### config.mk
export PLATFORM = sky130hd
export DESIGN_NAME = tws_slave_tracker
export DESIGN_NICKNAME = d
export VERILOG_FILES = /design/src/rtl/tws_pkg.sv /design/src/rtl/tws_line_events.sv /design/src/rtl/tws_frame_counter.sv /design/src/rtl/tws_access_ctrl.sv /design/src/rtl/tws_bus_requests.sv /design/src/rtl/tws_slave_tracker.sv
export SDC_FILE = /design/constraint.sdc
export NUM_CORES = 1
export LEC_CHECK = 0
export ABC_CLOCK_PERIOD_IN_PS = 2580
export BUFFER_PORTS_ARGS = -buffer_cell sky130_fd_sc_hd__buf_4
export CELL_PAD_IN_SITES_DETAIL_PLACEMENT = 1
export CELL_PAD_IN_SITES_GLOBAL_PLACEMENT = 2
export CORE_AREA = 2 2 64 66
export DETAILED_ROUTE_END_ITERATION = 10
export DIE_AREA = 0 0 66 68
export GPL_TIMING_DRIVEN = 0
export PLACE_DENSITY_LB_ADDON = 0.2
export SETUP_SLACK_MARGIN = 0.15
export SLEW_MARGIN = 10
export SYNTH_ARGS = -nofsm -noshare
export SYNTH_HDL_FRONTEND = slang
export SYNTH_SLANG_ARGS = --single-unit
### constraint.sdc
create_clock -name clk -period 2.58 [get_ports clk]
set_clock_uncertainty 0.2 [all_clocks]
set_input_delay 0.516 -clock clk [delete_from_list [all_inputs] [get_ports clk]]
set_output_delay 0.516 -clock clk [all_outputs]
set_load 0.1 [all_outputs]
### src/rtl/tws_pkg.sv
// Shared types for the two-wire slave access tracker.
package tws_pkg;

    // Single-cycle bus events seen on the synchronized lines.
    typedef struct packed {
        logic start;
        logic stop;
        logic scl_rise;
        logic scl_fall;
    } tws_evt_t;

endpackage

### src/rtl/tws_line_events.sv
// Detects bus conditions and clock edges from synchronized lines.
// Assumes scl_i/sda_i are already synchronized to clk and that each
// line level lasts at least one clock. Events are combinational pulses.
module tws_line_events
    import tws_pkg::*;
(
    input  logic     clk,
    input  logic     rst_n,
    input  logic     scl_i,
    input  logic     sda_i,
    output tws_evt_t evt_o
);

    logic scl_q;
    logic sda_q;

    // Keep the previous line levels; the idle bus is high.
    always_ff @(posedge clk) begin
        if (!rst_n) begin
            scl_q <= 1'b1;
            sda_q <= 1'b1;
        end else begin
            scl_q <= scl_i;
            sda_q <= sda_i;
        end
    end

    // Decode conditions: data edges while clock stays high.
    always_comb begin
        evt_o.start    = scl_q && scl_i && sda_q && !sda_i;
        evt_o.stop     = scl_q && scl_i && !sda_q && sda_i;
        evt_o.scl_rise = !scl_q && scl_i;
        evt_o.scl_fall = scl_q && !scl_i;
    end

endmodule

### src/rtl/tws_frame_counter.sv
// Counts clock pulses inside each nine-clock frame and collects the
// bits of the current byte, MSB first. Marks the acknowledge slot (from
// the falling edge after the eighth bit to the falling edge after the
// ninth) and whether the current frame is the first after a START.
module tws_frame_counter
    import tws_pkg::*;
#(
    parameter int BYTE_W = 8
) (
    input  logic              clk,
    input  logic              rst_n,
    input  tws_evt_t          evt_i,
    input  logic              sda_i,
    output logic [BYTE_W-1:0] byte_o,
    output logic              byte_done_o,
    output logic              ack_rise_o,
    output logic              ack_end_o,
    output logic              ack_slot_o,
    output logic              first_o
);

    localparam int              CNT_W     = $clog2(BYTE_W + 1);
    localparam logic [CNT_W-1:0] LAST_BIT = CNT_W'(BYTE_W - 1);
    localparam logic [CNT_W-1:0] ACK_BIT  = CNT_W'(BYTE_W);

    logic [CNT_W-1:0]  cnt;
    logic [BYTE_W-2:0] shreg;

    // The full byte is the earlier bits plus the bit on the line now.
    assign byte_o      = {shreg, sda_i};
    assign byte_done_o = evt_i.scl_rise && (cnt == LAST_BIT);
    assign ack_rise_o  = evt_i.scl_rise && (cnt == ACK_BIT);
    assign ack_end_o   = evt_i.scl_fall && ack_slot_o;

    // Bit counter, shift register and acknowledge-slot tracking.
    always_ff @(posedge clk) begin
        if (!rst_n) begin
            cnt        <= '0;
            shreg      <= '0;
            ack_slot_o <= 1'b0;
            first_o    <= 1'b1;
        end else if (evt_i.start || evt_i.stop) begin
            cnt        <= '0;
            ack_slot_o <= 1'b0;
            first_o    <= 1'b1;
        end else begin
            if (evt_i.scl_rise) begin
                if (cnt == ACK_BIT) begin
                    cnt <= '0;
                end else begin
                    cnt   <= cnt + 1'b1;
                    shreg <= {shreg[BYTE_W-3:0], sda_i};
                end
            end
            if (evt_i.scl_fall) begin
                if (ack_slot_o) begin
                    ack_slot_o <= 1'b0;
                    first_o    <= 1'b0;
                end else if (cnt == ACK_BIT) begin
                    ack_slot_o <= 1'b1;
                end
            end
        end
    end

endmodule

### src/rtl/tws_access_ctrl.sv
// Tracks the slave access: address match, direction, general call,
// end-of-access strobe, completion flag and the byte-boundary flag
// used for clock holding. Assumes the frame counter marks the first
// frame after each START and pulses at the eighth and ninth rises.
module tws_access_ctrl
    import tws_pkg::*;
#(
    parameter int ADDR_W = 7,
    parameter int BYTE_W = ADDR_W + 1
) (
    input  logic              clk,
    input  logic              rst_n,
    input  tws_evt_t          evt_i,
    input  logic              sda_i,
    input  logic [ADDR_W-1:0] own_addr_i,
    input  logic [BYTE_W-1:0] byte_i,
    input  logic              byte_done_i,
    input  logic              first_i,
    input  logic              ack_rise_i,
    input  logic              ack_end_i,
    output logic              acc_o,
    output logic              rd_o,
    output logic              gcall_o,
    output logic              acc_end_o,
    output logic              done_o,
    output logic              boundary_o
);

    logic busy_q, rep_q;
    logic acc_n, rd_n, gc_n, done_n, busy_n, rep_n, bnd_n;
    logic own_hit, gc_hit;

    // Address decode of the collected byte.
    assign own_hit = (byte_i[BYTE_W-1:1] == own_addr_i);
    assign gc_hit  = (byte_i == '0);

    // Next-state logic for all access flags.
    always_comb begin
        acc_n  = acc_o;
        rd_n   = rd_o;
        gc_n   = gcall_o;
        done_n = done_o;
        busy_n = busy_q;
        rep_n  = rep_q;
        bnd_n  = boundary_o;
        if (evt_i.start) begin
            done_n = 1'b0;
            rep_n  = busy_q;
            busy_n = 1'b1;
            bnd_n  = 1'b0;
        end else if (evt_i.stop) begin
            done_n = 1'b1;
            busy_n = 1'b0;
            rep_n  = 1'b0;
            acc_n  = 1'b0;
            gc_n   = 1'b0;
            bnd_n  = 1'b0;
        end else begin
            if (byte_done_i && first_i) begin
                acc_n = own_hit || gc_hit;
                gc_n  = gc_hit;
                rd_n  = byte_i[0];
                if (!(own_hit || gc_hit) && rep_q) begin
                    done_n = 1'b1;
                end
                rep_n = 1'b0;
            end
            if (ack_rise_i && !first_i && acc_o && rd_o && sda_i) begin
                acc_n = 1'b0;
                gc_n  = 1'b0;
            end
            if (ack_end_i && acc_n) begin
                bnd_n = 1'b1;
            end
            if (evt_i.scl_rise || !acc_n) begin
                bnd_n = 1'b0;
            end
        end
    end

    // State registers; the end strobe marks a falling access flag.
    always_ff @(posedge clk) begin
        if (!rst_n) begin
            acc_o      <= 1'b0;
            rd_o       <= 1'b0;
            gcall_o    <= 1'b0;
            acc_end_o  <= 1'b0;
            done_o     <= 1'b1;
            busy_q     <= 1'b0;
            rep_q      <= 1'b0;
            boundary_o <= 1'b0;
        end else begin
            acc_o      <= acc_n;
            rd_o       <= rd_n;
            gcall_o    <= gc_n;
            acc_end_o  <= acc_o && !acc_n;
            done_o     <= done_n;
            busy_q     <= busy_n;
            rep_q      <= rep_n;
            boundary_o <= bnd_n;
        end
    end

endmodule

### src/rtl/tws_bus_requests.sv
// Forms the two bus requests: acknowledge pull-down on data and
// clock holding at byte boundaries. Purely combinational on the
// registered state of the counter and the access controller.
module tws_bus_requests (
    input  logic acc_i,
    input  logic rd_i,
    input  logic first_i,
    input  logic ack_slot_i,
    input  logic boundary_i,
    input  logic tx_full_i,
    input  logic rx_full_i,
    output logic hold_scl_o,
    output logic ack_sda_o
);

    // Acknowledge a matching address and every byte written to us.
    assign ack_sda_o  = ack_slot_i && acc_i && (first_i || !rd_i);

    // Hold the clock while the needed buffer is not ready.
    assign hold_scl_o = boundary_i && acc_i && (rd_i ? !tx_full_i : rx_full_i);

endmodule

### src/rtl/tws_slave_tracker.sv
// Top of the two-wire slave access tracker. Connects event detection,
// frame counting, access tracking and bus request forming. Assumes
// synchronized line inputs and synchronous active-low reset.
module tws_slave_tracker
    import tws_pkg::*;
#(
    parameter int ADDR_W = 7
) (
    input  logic              clk,
    input  logic              rst_n,
    input  logic              scl_i,
    input  logic              sda_i,
    input  logic [ADDR_W-1:0] own_addr_i,
    input  logic              tx_full_i,
    input  logic              rx_full_i,
    output logic              acc_o,
    output logic              rd_o,
    output logic              gcall_o,
    output logic              acc_end_o,
    output logic              done_o,
    output logic              hold_scl_o,
    output logic              ack_sda_o
);

    localparam int BYTE_W = ADDR_W + 1;

    tws_evt_t          evt;
    logic [BYTE_W-1:0] byte_v;
    logic              byte_done, ack_rise, ack_end, ack_slot, first, boundary;

    tws_line_events u_events (
        .clk   (clk),
        .rst_n (rst_n),
        .scl_i (scl_i),
        .sda_i (sda_i),
        .evt_o (evt)
    );

    tws_frame_counter #(.BYTE_W(BYTE_W)) u_frame (
        .clk         (clk),
        .rst_n       (rst_n),
        .evt_i       (evt),
        .sda_i       (sda_i),
        .byte_o      (byte_v),
        .byte_done_o (byte_done),
        .ack_rise_o  (ack_rise),
        .ack_end_o   (ack_end),
        .ack_slot_o  (ack_slot),
        .first_o     (first)
    );

    tws_access_ctrl #(.ADDR_W(ADDR_W), .BYTE_W(BYTE_W)) u_ctrl (
        .clk         (clk),
        .rst_n       (rst_n),
        .evt_i       (evt),
        .sda_i       (sda_i),
        .own_addr_i  (own_addr_i),
        .byte_i      (byte_v),
        .byte_done_i (byte_done),
        .first_i     (first),
        .ack_rise_i  (ack_rise),
        .ack_end_i   (ack_end),
        .acc_o       (acc_o),
        .rd_o        (rd_o),
        .gcall_o     (gcall_o),
        .acc_end_o   (acc_end_o),
        .done_o      (done_o),
        .boundary_o  (boundary)
    );

    tws_bus_requests u_req (
        .acc_i      (acc_o),
        .rd_i       (rd_o),
        .first_i    (first),
        .ack_slot_i (ack_slot),
        .boundary_i (boundary),
        .tx_full_i  (tx_full_i),
        .rx_full_i  (rx_full_i),
        .hold_scl_o (hold_scl_o),
        .ack_sda_o  (ack_sda_o)
    );

endmodule

======== After elaboration in Yosys (flattened, before gate mapping) ========
Index checks and enable logic that the tools add are counted.
W data, S select, Z words.
word-level totals
  bits in registers ....................... 23
  bits of input ports ..................... 13
  output and inout bits ................... 7
  word-level logic and storage cells ...... 93
operators by class
  $add $sub $neg .......................... 1
  equality and inequality tests ........... 3
  mux-type cells .......................... 22
  bitwise operators ....................... 5
  reductions and logical operators ........ 48
operator list
  cell                   count
  $logic_and A1 B1 Y1    22
  $mux W1                21
  $logic_not A1 Y1       10
  $reduce_bool A3 Y1     3
  $logic_not A8 Y1       1
  $eq A7 B7 Y1           1
  $reduce_and A2 Y1      3
  $reduce_and A3 Y1      2
  $not A1 Y1             5
  $add A4 B1 Y4 const B  1
  $eq A4 B3 Y1 const B   1
  $eq A4 B4 Y1 const B   1
  $logic_or A1 B1 Y1     4
  $mux W4                1
  $reduce_or A4 Y1       1
  $reduce_bool A2 Y1     1
  $reduce_or A2 Y1       1

======== Longest topological paths before layout ========
Gate-level depths: netlist of the first run.
  word-level depth ........................ 14
  depth in mapped cells ................... 6
  depth with buffers taken out ............ 6

======== Modules after synthesis ========
A second synthesis of the first run with hierarchy kept.
unflattened totals
  cells, all modules ...................... 123
  area, all modules ....................... 1171.1 sq um
modules (own cells, without submodules)
  module             times used  cells each  area an instance (sq um)  sequential area each (sq um)
  tws_frame_counter  1           57          568.0                     260.2
  tws_access_ctrl    1           52          485.5                     160.2
  tws_line_events    1           8           85.1                      40.0
  tws_bus_requests   1           6           32.5                      0.0

======== Worst setup path after synthesis of the first run ========
No wires, ideal clock.
  kind .................................... reg2out
  start point ............................. reg u_ctrl.acc_o
  end point ............................... out hold_scl_o
  data arrival time ....................... 3416 ps
  required time ........................... 1864 ps
  setup slack ............................. -1552 ps
  cell stages (with the launch flop) ...... 3
  path buffers ............................ 0
  cell sequence ........................... dfxtp_1 -> nand2_1 -> a211oi_1
between the ends
  cells in the longest elaborated chain, start to end .. 2
ends and longest elaborated chain
  what                              line                     source
  from (decl)                       tws_access_ctrl.sv:21    output logic acc_o,
  from (signal assigned)            tws_access_ctrl.sv:93    acc_o <= acc_n;
  $logic_and A1 B1 Y1 (2 in a row)  tws_bus_requests.sv:20   assign hold_scl_o = boundary_i && acc_i && (rd_i ? !tx_full_i : rx_full_i);
  to (decl)                         tws_slave_tracker.sv:21  output logic hold_scl_o,
No other way between the ends.

======== Worst setup path in the final report of the first run ========
Same ends and word-level chain as after synthesis.

==> flow_summary.rst, run 1 <==
.. list-table::
   :header-rows: 1

   * - Metric
     - Value
   * - Slowest stage cell, crit path
     - dfxtp_2
   * - Final net count
     - ~170
   * - Final core utilization
     - between 30% and 40%
   * - Num Clock Sinks
     - 23
   * - Width of the die
     - 66 um
   * - Class of the most critical hold timing path
     - primary input to flip-flop
   * - Die area
     - roughly 4500 sq um
   * - # setup viols final
     - 0
   * - Transition at the pin with the smallest max-transition slack
     - 0.781 ns
   * - Synth Area per Inst
     - 8.36 sq um
   * - Max FFs per register
     - 7
   * - CTS max path bufs
     - 2
   * - Port buffer count
     - 18
   * - Number of buffers created by CTS
     - 3
   * - Commonest non-fill, non-tap cell in the layout
     - nand2_1
   * - Classification of the worst setup path
     - flip-flop to primary output
   * - Stage delay of the slowest cell on the critical path
     - slightly above 0.4 ns
   * - Yosys reg bits
     - 23
   * - Gpl congestion
     - about 0.72
   * - IO Pins
     - 20
   * - Critical path, cell by cell
     - nand2_1, a211oi_4, buf_4
   * - Top library cells by usage in the layout, fill and taps aside
     - nand2_1, dfxtp_1, buf_4
   * - Number of antenna violations at the first check in global routing
     - 0
   * - Largest registers
     - u_frame.shreg (7), u_frame.cnt (4)
   * - Worst hold path stage count
     - 2
   * - Total iterations of the first detailed-routing run
     - 4
   * - Number of max-slew violations in the final report
     - 0
   * - Unrepaired setup endpoints after global routing
     - false
   * - Overall power consumption
     - 0.000665 W
   * - 1st-iter DRT viols
     - 18
   * - Top fanout value on the critical path
     - 7
   * - Post-DRT Antenna Nets
     - 0
   * - DRC viols
     - 0
   * - Min-delay src
     - rst_n
   * - Max IR drop VDD
     - about 0.14 mV
   * - CTS root buffer
     - clkbuf_8
   * - Number of cells upsized or downsized after cts
     - 0
   * - Floorplan core area
     - roughly 3900 sq um
   * - Number of post-CTS setup repair buffers
     - 0
   * - CP Capture Type
     - primary output
   * - Clk Latency, worst-skew pair
     - between 0.2 and 0.3 ns
   * - Type of origin of the critical path
     - flip-flop
   * - Final Cycle Share
     - between 70% and 80%
   * - Average vias per placed instance
     - 4.87
   * - Number of different library cells in the post-synthesis netlist
     - 37
   * - Fraction of the yosys area taken by sequential cells
     - 41.1%
   * - Total vias in the final route
     - 1003
   * - Global-route wire length before repair
     - 4.75 mm
   * - Fraction of final layout cells sized beyond drive strength 1
     - 21.2%
   * - Power density over cell area
     - around 480 nW/um^2
   * - Maxcap violations
     - 0
   * - Summed area of non-filler cells in the final layout
     - approximately 1400 sq um
   * - Worst-case hold slack
     - about 0.27 ns
   * - Detail Placement HPWL
     - 2.22 mm
   * - Combined area of all synthesized cells
     - about 1100 sq um
   * - Fmax
     - 505 MHz
   * - CTS tree
     - done
   * - Dpl cell area
     - 1340 sq um
   * - Worst slew slack as a fraction of its limit
     - 47.4%
   * - Aggregate global-route resource usage
     - between 10% and 20%
   * - Hold Vio Cnt, Final
     - 0
   * - Worst Path Arrival
     - 1.27 ns
   * - Clock-pin slew on the worst setup and hold paths
     - approximately 0.090 ns
   * - Final routed wirelength across all metal layers
     - between 2 and 3 mm
   * - Setup slack of the most critical reg-to-reg path
     - roughly 0.62 ns
   * - Area growth, synth to finish
     - 23.4%
   * - Min-Delay Endpoint
     - u_events.sda_q$_SDFF_PN1_
   * - Average routed wire per standard cell
     - around 14 um
   * - Diodes inserted
     - 0
   * - Warning count from the yosys run
     - 0
   * - Initial Utilization
     - 29.0%
   * - Synthesized instance count
     - between 100 and 150
   * - Outcome
     - finished, final reports clean
   * - Chip Height
     - 68 um
   * - Count of H-tree levels built during CTS
     - 1
   * - Register bank with the most flops
     - u_frame.shreg
   * - Global-route congestion overflow total
     - 0
   * - Setup TNS Final
     - 0 ns
   * - Min Clock Period, post-route
     - ~2.0 ns
   * - Net count after synthesis
     - about 150
   * - Via count of the first global-routing pass
     - 1058
   * - Hold_buf cts
     - 0
   * - End of the worst register-to-register path
     - u_ctrl.acc_o$_SDFF_PN0_
   * - Count of cells along the worst register-to-register path
     - 4
   * - Pin count of the biggest net entering global routing
     - 14
   * - Launch instance of the worst register-to-register path
     - u_events.scl_q$_SDFF_PN1_
   * - Reported leakage power
     - slightly above 0.5 nW
   * - CP Data Required Time
     - approximately 1.9 ns
   * - Row cnt
     - 23
worst max path at each step:
| stage | startpoint | endpoint | depth (start not counted) |
|---|---|---|---|
| 4_1_cts | u_events.scl_q$_SDFF_PN1_ | u_ctrl.acc_o$_SDFF_PN0_ | 4 |
| 6_report | u_ctrl.acc_o$_SDFF_PN0_ | hold_scl_o | 3 |
| 3_5_place_dp | sda_i | u_ctrl.acc_o$_SDFF_PN0_ | 5 |
| 5_1_grt | u_events.scl_q$_SDFF_PN1_ | u_ctrl.acc_o$_SDFF_PN0_ | 4 |
| 2_1_floorplan | u_ctrl.acc_o$_SDFF_PN0_ | hold_scl_o | 2 |
| 3_3_place_gp | sda_i | u_ctrl.acc_o$_SDFF_PN0_ | 5 |
final cells by class:
class	instances	area [sq um]
Clock buffer	3	41.3
Tap cell	50	62.6
Timing Repair Buffer	18	135
Clock inverter	1	5.00
Multi-Input combinational cell	104	642
Sequential cell	23	465
Fill cell	470	2470
Inverter	5	18.8
Buffer	2	11.3
routing by layer:
layer  track usage, %  up-vias  wire [um]
met1             15.4      475       1310
li1                 -      510          -
met4             3.83        0         19
met5                0        -          0
met3             3.13        2        108
met2             26.5       16       1420
Yosys cell counts:
| cell type | instances | share of area, % |
|---|---|---|
| xnor2_1 | 8 | 6.3 |
| or4_4 | 1 | 1.0 |
| nand4_1 | 4 | 2.2 |
| or2b_1 | 1 | 0.67 |
| a21oi_2 | 1 | 0.78 |
| nor4_1 | 2 | 1.1 |
| nand2_1 | 31 | 10 |
| and3b_1 | 1 | 0.78 |
| and3_1 | 3 | 1.7 |
| a31oi_1 | 3 | 1.7 |
| nand3b_1 | 2 | 1.3 |
| nor3b_1 | 1 | 0.67 |
| buf_4 | 1 | 0.67 |
| ha_1 | 2 | 2.2 |
| a31o_1 | 2 | 1.6 |
| nand2b_1 | 3 | 1.7 |
| o21ai_0 | 3 | 1.3 |
| o211ai_1 | 1 | 0.67 |
| nor2b_1 | 1 | 0.56 |
| nand4b_1 | 1 | 0.78 |
| a21oi_1 | 14 | 6.3 |
| or2_2 | 2 | 1.1 |
| o21a_4 | 1 | 1.3 |
| or3_1 | 1 | 0.56 |
| a32oi_1 | 1 | 0.78 |
| and4_1 | 1 | 0.78 |
| nand3_1 | 1 | 0.45 |
| nand2b_2 | 1 | 0.78 |
| inv_1 | 5 | 1.7 |
| dfxtp_1 | 23 | 41 |
| nand3b_4 | 1 | 1.8 |
| clkbuf_1 | 1 | 0.33 |
| and2b_1 | 2 | 1.3 |
| o221ai_1 | 1 | 0.78 |
| a211oi_1 | 1 | 0.67 |
| nor3_1 | 1 | 0.45 |
| nor2_1 | 5 | 1.7 |
worst max-delay path, delay by kind of cell, from the launching register on:
| kind | cells | cell delay [ns] |
|---|---|---|
| AO/OA/AOI/OAI | 1 | 0.16 |
| flip-flops | 1 | 0.41 |
| buffers and inverters | 1 | 0.32 |
| AND/OR/NAND/NOR | 1 | 0.11 |
cell families (layout without fill, tap and decap cells):
| group | after synthesis | count (layout) | synth area share (%) |
|---|---|---|---|
| and+or+nand+nor | 66 | 66 | 31.8 |
| AOI/OAI and AO/OA | 28 | 28 | 15.9 |
| DFF | 23 | 23 | 41.1 |
| xor gates and xnor gates | 8 | 8 | 6.26 |
| buffers and inverters | 7 | 29 | 2.68 |
| adders and majority gates | 2 | 2 | 2.23 |
report_power, final:
group / switching [W] / internal [W]
logic: 0.0000412 / 0.0000305
clock network: 0.000120 / 0.000108
registers: 0.00000633 / 0.000360
through the flow:
step	std cells	setup WS (ns)
2_1_floorplan	134	0.159
3_3_place_gp	202	0.351
3_5_place_dp	202	0.372
4_1_cts	206	0.560
5_1_grt	206	0.450
6_report	206	0.599
No activity file was read; power rests on OpenSTA's default activity.
==> inputs of run 2 (changes only) <==
--- a/config.mk
+++ b/config.mk
@@ -5,13 +5,14 @@
 export SDC_FILE = /design/constraint.sdc
 export NUM_CORES = 1
 export LEC_CHECK = 0
-export ABC_CLOCK_PERIOD_IN_PS = 2580
+export ABC_AREA = 1
+export ABC_CLOCK_PERIOD_IN_PS = 1700
 export BUFFER_PORTS_ARGS = -buffer_cell sky130_fd_sc_hd__buf_4
 export CELL_PAD_IN_SITES_DETAIL_PLACEMENT = 1
 export CELL_PAD_IN_SITES_GLOBAL_PLACEMENT = 2
-export CORE_AREA = 2 2 64 66
+export CORE_AREA = 2 2 67 69
 export DETAILED_ROUTE_END_ITERATION = 10
-export DIE_AREA = 0 0 66 68
+export DIE_AREA = 0 0 69 71
 export GPL_TIMING_DRIVEN = 0
 export PLACE_DENSITY_LB_ADDON = 0.2
 export SETUP_SLACK_MARGIN = 0.15
==> constraint.sdc (replaced) <==
create_clock -name clk -period 1.7 [get_ports clk]
set_clock_uncertainty 0.2 [all_clocks]
set_input_delay 0.34 -clock clk [delete_from_list [all_inputs] [get_ports clk]]
set_output_delay 0.34 -clock clk [all_outputs]
set_load 0.1 [all_outputs]
==> flow_summary.rst, run 2 <==
.. list-table::
   :header-rows: 1

   * - Metric
     - Value
   * - Outcome
     - finished, final reports clean
   * - Classification of the worst setup path
     - flip-flop to primary output
   * - Diodes inserted
     - 0
   * - Min Clock Period, post-route
     - roughly 1.7 ns
   * - Number of buffers created by CTS
     - 3
   * - Share of the synthesized area in compound gates (AO/OA/AOI/OAI)
     - between 10% and 20%
   * - Die area
     - around 4900 sq um
   * - Number of max-slew violations in the final report
     - 0
   * - Clk Latency, worst-skew pair
     - around 0.27 ns
   * - Fmax
     - approximately 600 MHz
   * - Final Cycle Share
     - between 90 and 100%
   * - Final net count
     - 210
   * - CP Data Required Time
     - between 1 and 1.5 ns
   * - Net count after synthesis
     - approximately 170
   * - Largest registers
     - u_frame.shreg (7), u_frame.cnt (4)
   * - Row cnt
     - 24
   * - # setup viols final
     - 0
   * - Cell family with most CP delay
     - flip-flops
   * - CP Capture Type
     - primary output
   * - Fraction of the yosys area taken by sequential cells
     - a little over two fifths
   * - Max FFs per register
     - 7
   * - CTS max path bufs
     - 2
   * - Global-route congestion overflow total
     - 0
   * - Initial Utilization
     - 26.2%
   * - Total vias in the final route
     - around 1100
   * - Critical path, cell by cell
     - o211ai_1, a21oi_4, buf_12
   * - Number of different library cells in the post-synthesis netlist
     - 23
   * - Setup slack of the most critical reg-to-reg path
     - roughly 0.17 ns
   * - Layout Cells excl Fill
     - about 250
   * - Hold Vio Cnt, Final
     - 0
   * - Average routed wire per standard cell
     - between 10 and 15 um
   * - Power density over cell area
     - approximately 640 nW/um^2
   * - Aggregate global-route resource usage
     - a little over an eighth
   * - Width of the die
     - roughly 69 um
   * - Floorplan core area
     - roughly 4200 sq um
   * - Area growth, synth to finish
     - 55.7%
   * - Post-DRT Antenna Nets
     - 0
   * - Synthesized instance count
     - ~150
   * - Worst hold path stage count
     - 3
   * - Post-Synth Adder-Cell Area
     - roughly 2.3%
   * - Type of origin of the critical path
     - flip-flop
   * - Number of antenna violations at the first check in global routing
     - 0
   * - Pin count of the biggest net entering global routing
     - 14
   * - Maxcap violations
     - 0
   * - Synthesized-area fraction occupied by xor and xnor cells
     - ~4.0%
   * - Port buffer count
     - 19
   * - Combined area of all synthesized cells
     - between 1000 and 1500 sq um
   * - Final routed wirelength across all metal layers
     - 3.38 mm
   * - Detail Placement HPWL
     - about 2.4 mm
   * - Launch instance of the worst register-to-register path
     - u_events.scl_q$_SDFF_PN1_
   * - DRC viols
     - 0
   * - Setup TNS Final
     - 0 ns
   * - Largest area contributor in the synthesized netlist
     - dfxtp_1
   * - Min-delay src
     - scl_i
   * - Commonest register cell after synthesis
     - dfxtp_1
   * - Count of cells along the worst register-to-register path
     - 8
   * - Num Clock Sinks
     - 23
   * - Async set-or-reset flop fraction in the synthesized netlist
     - 0%
   * - Count of H-tree levels built during CTS
     - 1
   * - Clock-pin slew on the worst setup and hold paths
     - around 0.090 ns
   * - Count of buffering cells on the critical path with inverters included
     - 1
   * - Fraction of final layout cells sized beyond drive strength 1
     - 45.4%
   * - Final core utilization
     - around two fifths
   * - Area share of the largest cell type after synthesis
     - 41.8%
   * - Dominant combinational cell family by area after synthesis
     - simple AND/OR/NAND/NOR gates
   * - CTS root buffer
     - clkbuf_8
   * - Reported leakage power
     - 0.758 nW
   * - Transition at the pin with the smallest max-transition slack
     - around 0.73 ns
   * - Gpl congestion
     - about 0.70
   * - Worst slew slack as a fraction of its limit
     - 51.4%
   * - Synth Area per Inst
     - 7.16 sq um
   * - End of the worst register-to-register path
     - u_ctrl.done_o$_SDFFE_PN1P_
   * - Warning count from the yosys run
     - 0
   * - Via count of the first global-routing pass
     - 1168
   * - Commonest non-fill, non-tap cell in the layout
     - buf_4
   * - Register bank with the most flops
     - u_frame.shreg
   * - Average vias per placed instance
     - 4.61
   * - Top fanout value on the critical path
     - 4
   * - 1st-iter DRT viols
     - between 40 and 50
   * - Slowest stage cell, crit path
     - dfxtp_4
   * - Max IR drop VDD
     - 0.299 mV
   * - Global-route wire length before repair
     - ~5.4 mm
   * - Overall power consumption
     - 0.00110 W
   * - Area fraction in and, or, nand and nor cells after synthesis
     - roughly 29%
   * - IO Pins
     - 20
   * - Top library cells by usage in the layout, fill and taps aside
     - buf_4, nand2_1, inv_1
   * - Post-synth top cells
     - inv_1, nand2_1, dfxtp_1
   * - Min-Delay Endpoint
     - u_events.scl_q$_SDFF_PN1_
   * - Post-synthesis mux area share
     - 0%
   * - Class of the most critical hold timing path
     - primary input to flip-flop
   * - Unrepaired setup endpoints after global routing
     - true
   * - Worst Path Arrival
     - 1.14 ns
   * - Total iterations of the first detailed-routing run
     - 4
   * - Number of synthesized flops with an enable pin
     - 0
   * - Chip Height
     - between 70 and 80 um
   * - CTS tree
     - done
   * - Cell types with the largest area share after synthesis
     - dfxtp_1, inv_1, nand2_1
   * - Yosys reg bits
     - 23
   * - Number of placed cells counting well taps
     - about 230
   * - Stage delay of the slowest cell on the critical path
     - ~0.37 ns
-- run 2: changes by cell type in the layout (fill, tap and decap cells not counted), sizes merged, moves of 4 or more --
cell	previous run	this run
xnor2	8	3
nor2	5	15
buf	19	37
inv	5	28
nand3	1	11
nor3	1	6
o21ai	3	11
nand2b	4	0
-- run 2: per-stage QoR --
stage          setup slack (ns)  area [sq um]  hold slack, ns
6_report                 0.0237          1720           0.119
3_5_place_dp            -0.0539          1340           0.268
2_1_floorplan            -0.256          1130           0.237
5_1_grt                 -0.0327          1720           0.131
4_1_cts                  0.0220          1530           0.115
3_3_place_gp            -0.0181          1340           0.252
-- run 2: worst max-delay path by stage --
stage,from,to,slack [ns],cells after the start
final,u_ctrl.rd_o$_SDFFE_PN0P_,hold_scl_o,0.02,3
after global routing,u_ctrl.rd_o$_SDFFE_PN0P_,hold_scl_o,-0.03,3
after CTS,u_ctrl.rd_o$_SDFFE_PN0P_,ack_sda_o,0.02,4
after detailed placement,u_frame.cnt[1]$_SDFFE_PP0N_,u_frame.shreg[4]$_SDFFE_PN0P_,-0.05,8
after global placement,u_frame.cnt[1]$_SDFFE_PP0N_,u_frame.shreg[2]$_SDFFE_PN0P_,-0.02,8
after floorplan,u_ctrl.acc_o$_SDFF_PN0_,ack_sda_o,-0.26,2
-- run 2: layout make-up --
class | count | area, sq um
Inverter | 28 | 110
Multi-Input combinational cell | 101 | 689
Tap cell | 52 | 65.1
Clock inverter | 1 | 5.00
Buffer | 2 | 15.0
Sequential cell | 23 | 477
Timing Repair Buffer | 36 | 314
Clock buffer | 3 | 41.3
Fill cell | 524 | 2490
-- run 2: metal layers --
| layer | global-route usage, % | up-vias | part of all wire [%] |
|---|---|---|---|
| met5 | 0 | - | 0 |
| met4 | 4.14 | 0 | 0.95 |
| met3 | 2.28 | 4 | 2.3 |
| met2 | 24.6 | 12 | 53 |
| met1 | 16.9 | 544 | 44 |
| li1 | - | 574 | - |
-- run 2: timing repair --
action / 4_1_cts / 5_1_grt
endpoints found under the setup margin: 17 / 20
gates cloned: 1 / 0
hold buffers: 0 / 0
resized for setup: 24 / 43
setup buffers: 8 / 8
pin swaps: 5 / 12
-- run 2: cell families after synthesis --
logic type	count (synthesis)
adders and majority gates	2
DFF	23
buffers and inverters	30
and+or+nand+nor	67
xor gates and xnor gates	5
AOI/OAI and AO/OA	27
-- run 2: power breakdown --
part	switching [W]	leakage, nW	total, W	internal, W
clock	0.000195	0.0255	0.000360	0.000164
combinational	0.0000985	0.542	0.000172	0.0000739
sequential	0.0000166	0.191	0.000567	0.000551
-- run 2: worst min-delay path: stages --
cell and delay (ns):
buf_4 0.12, inv_1 0.06, nand2_1 0.05
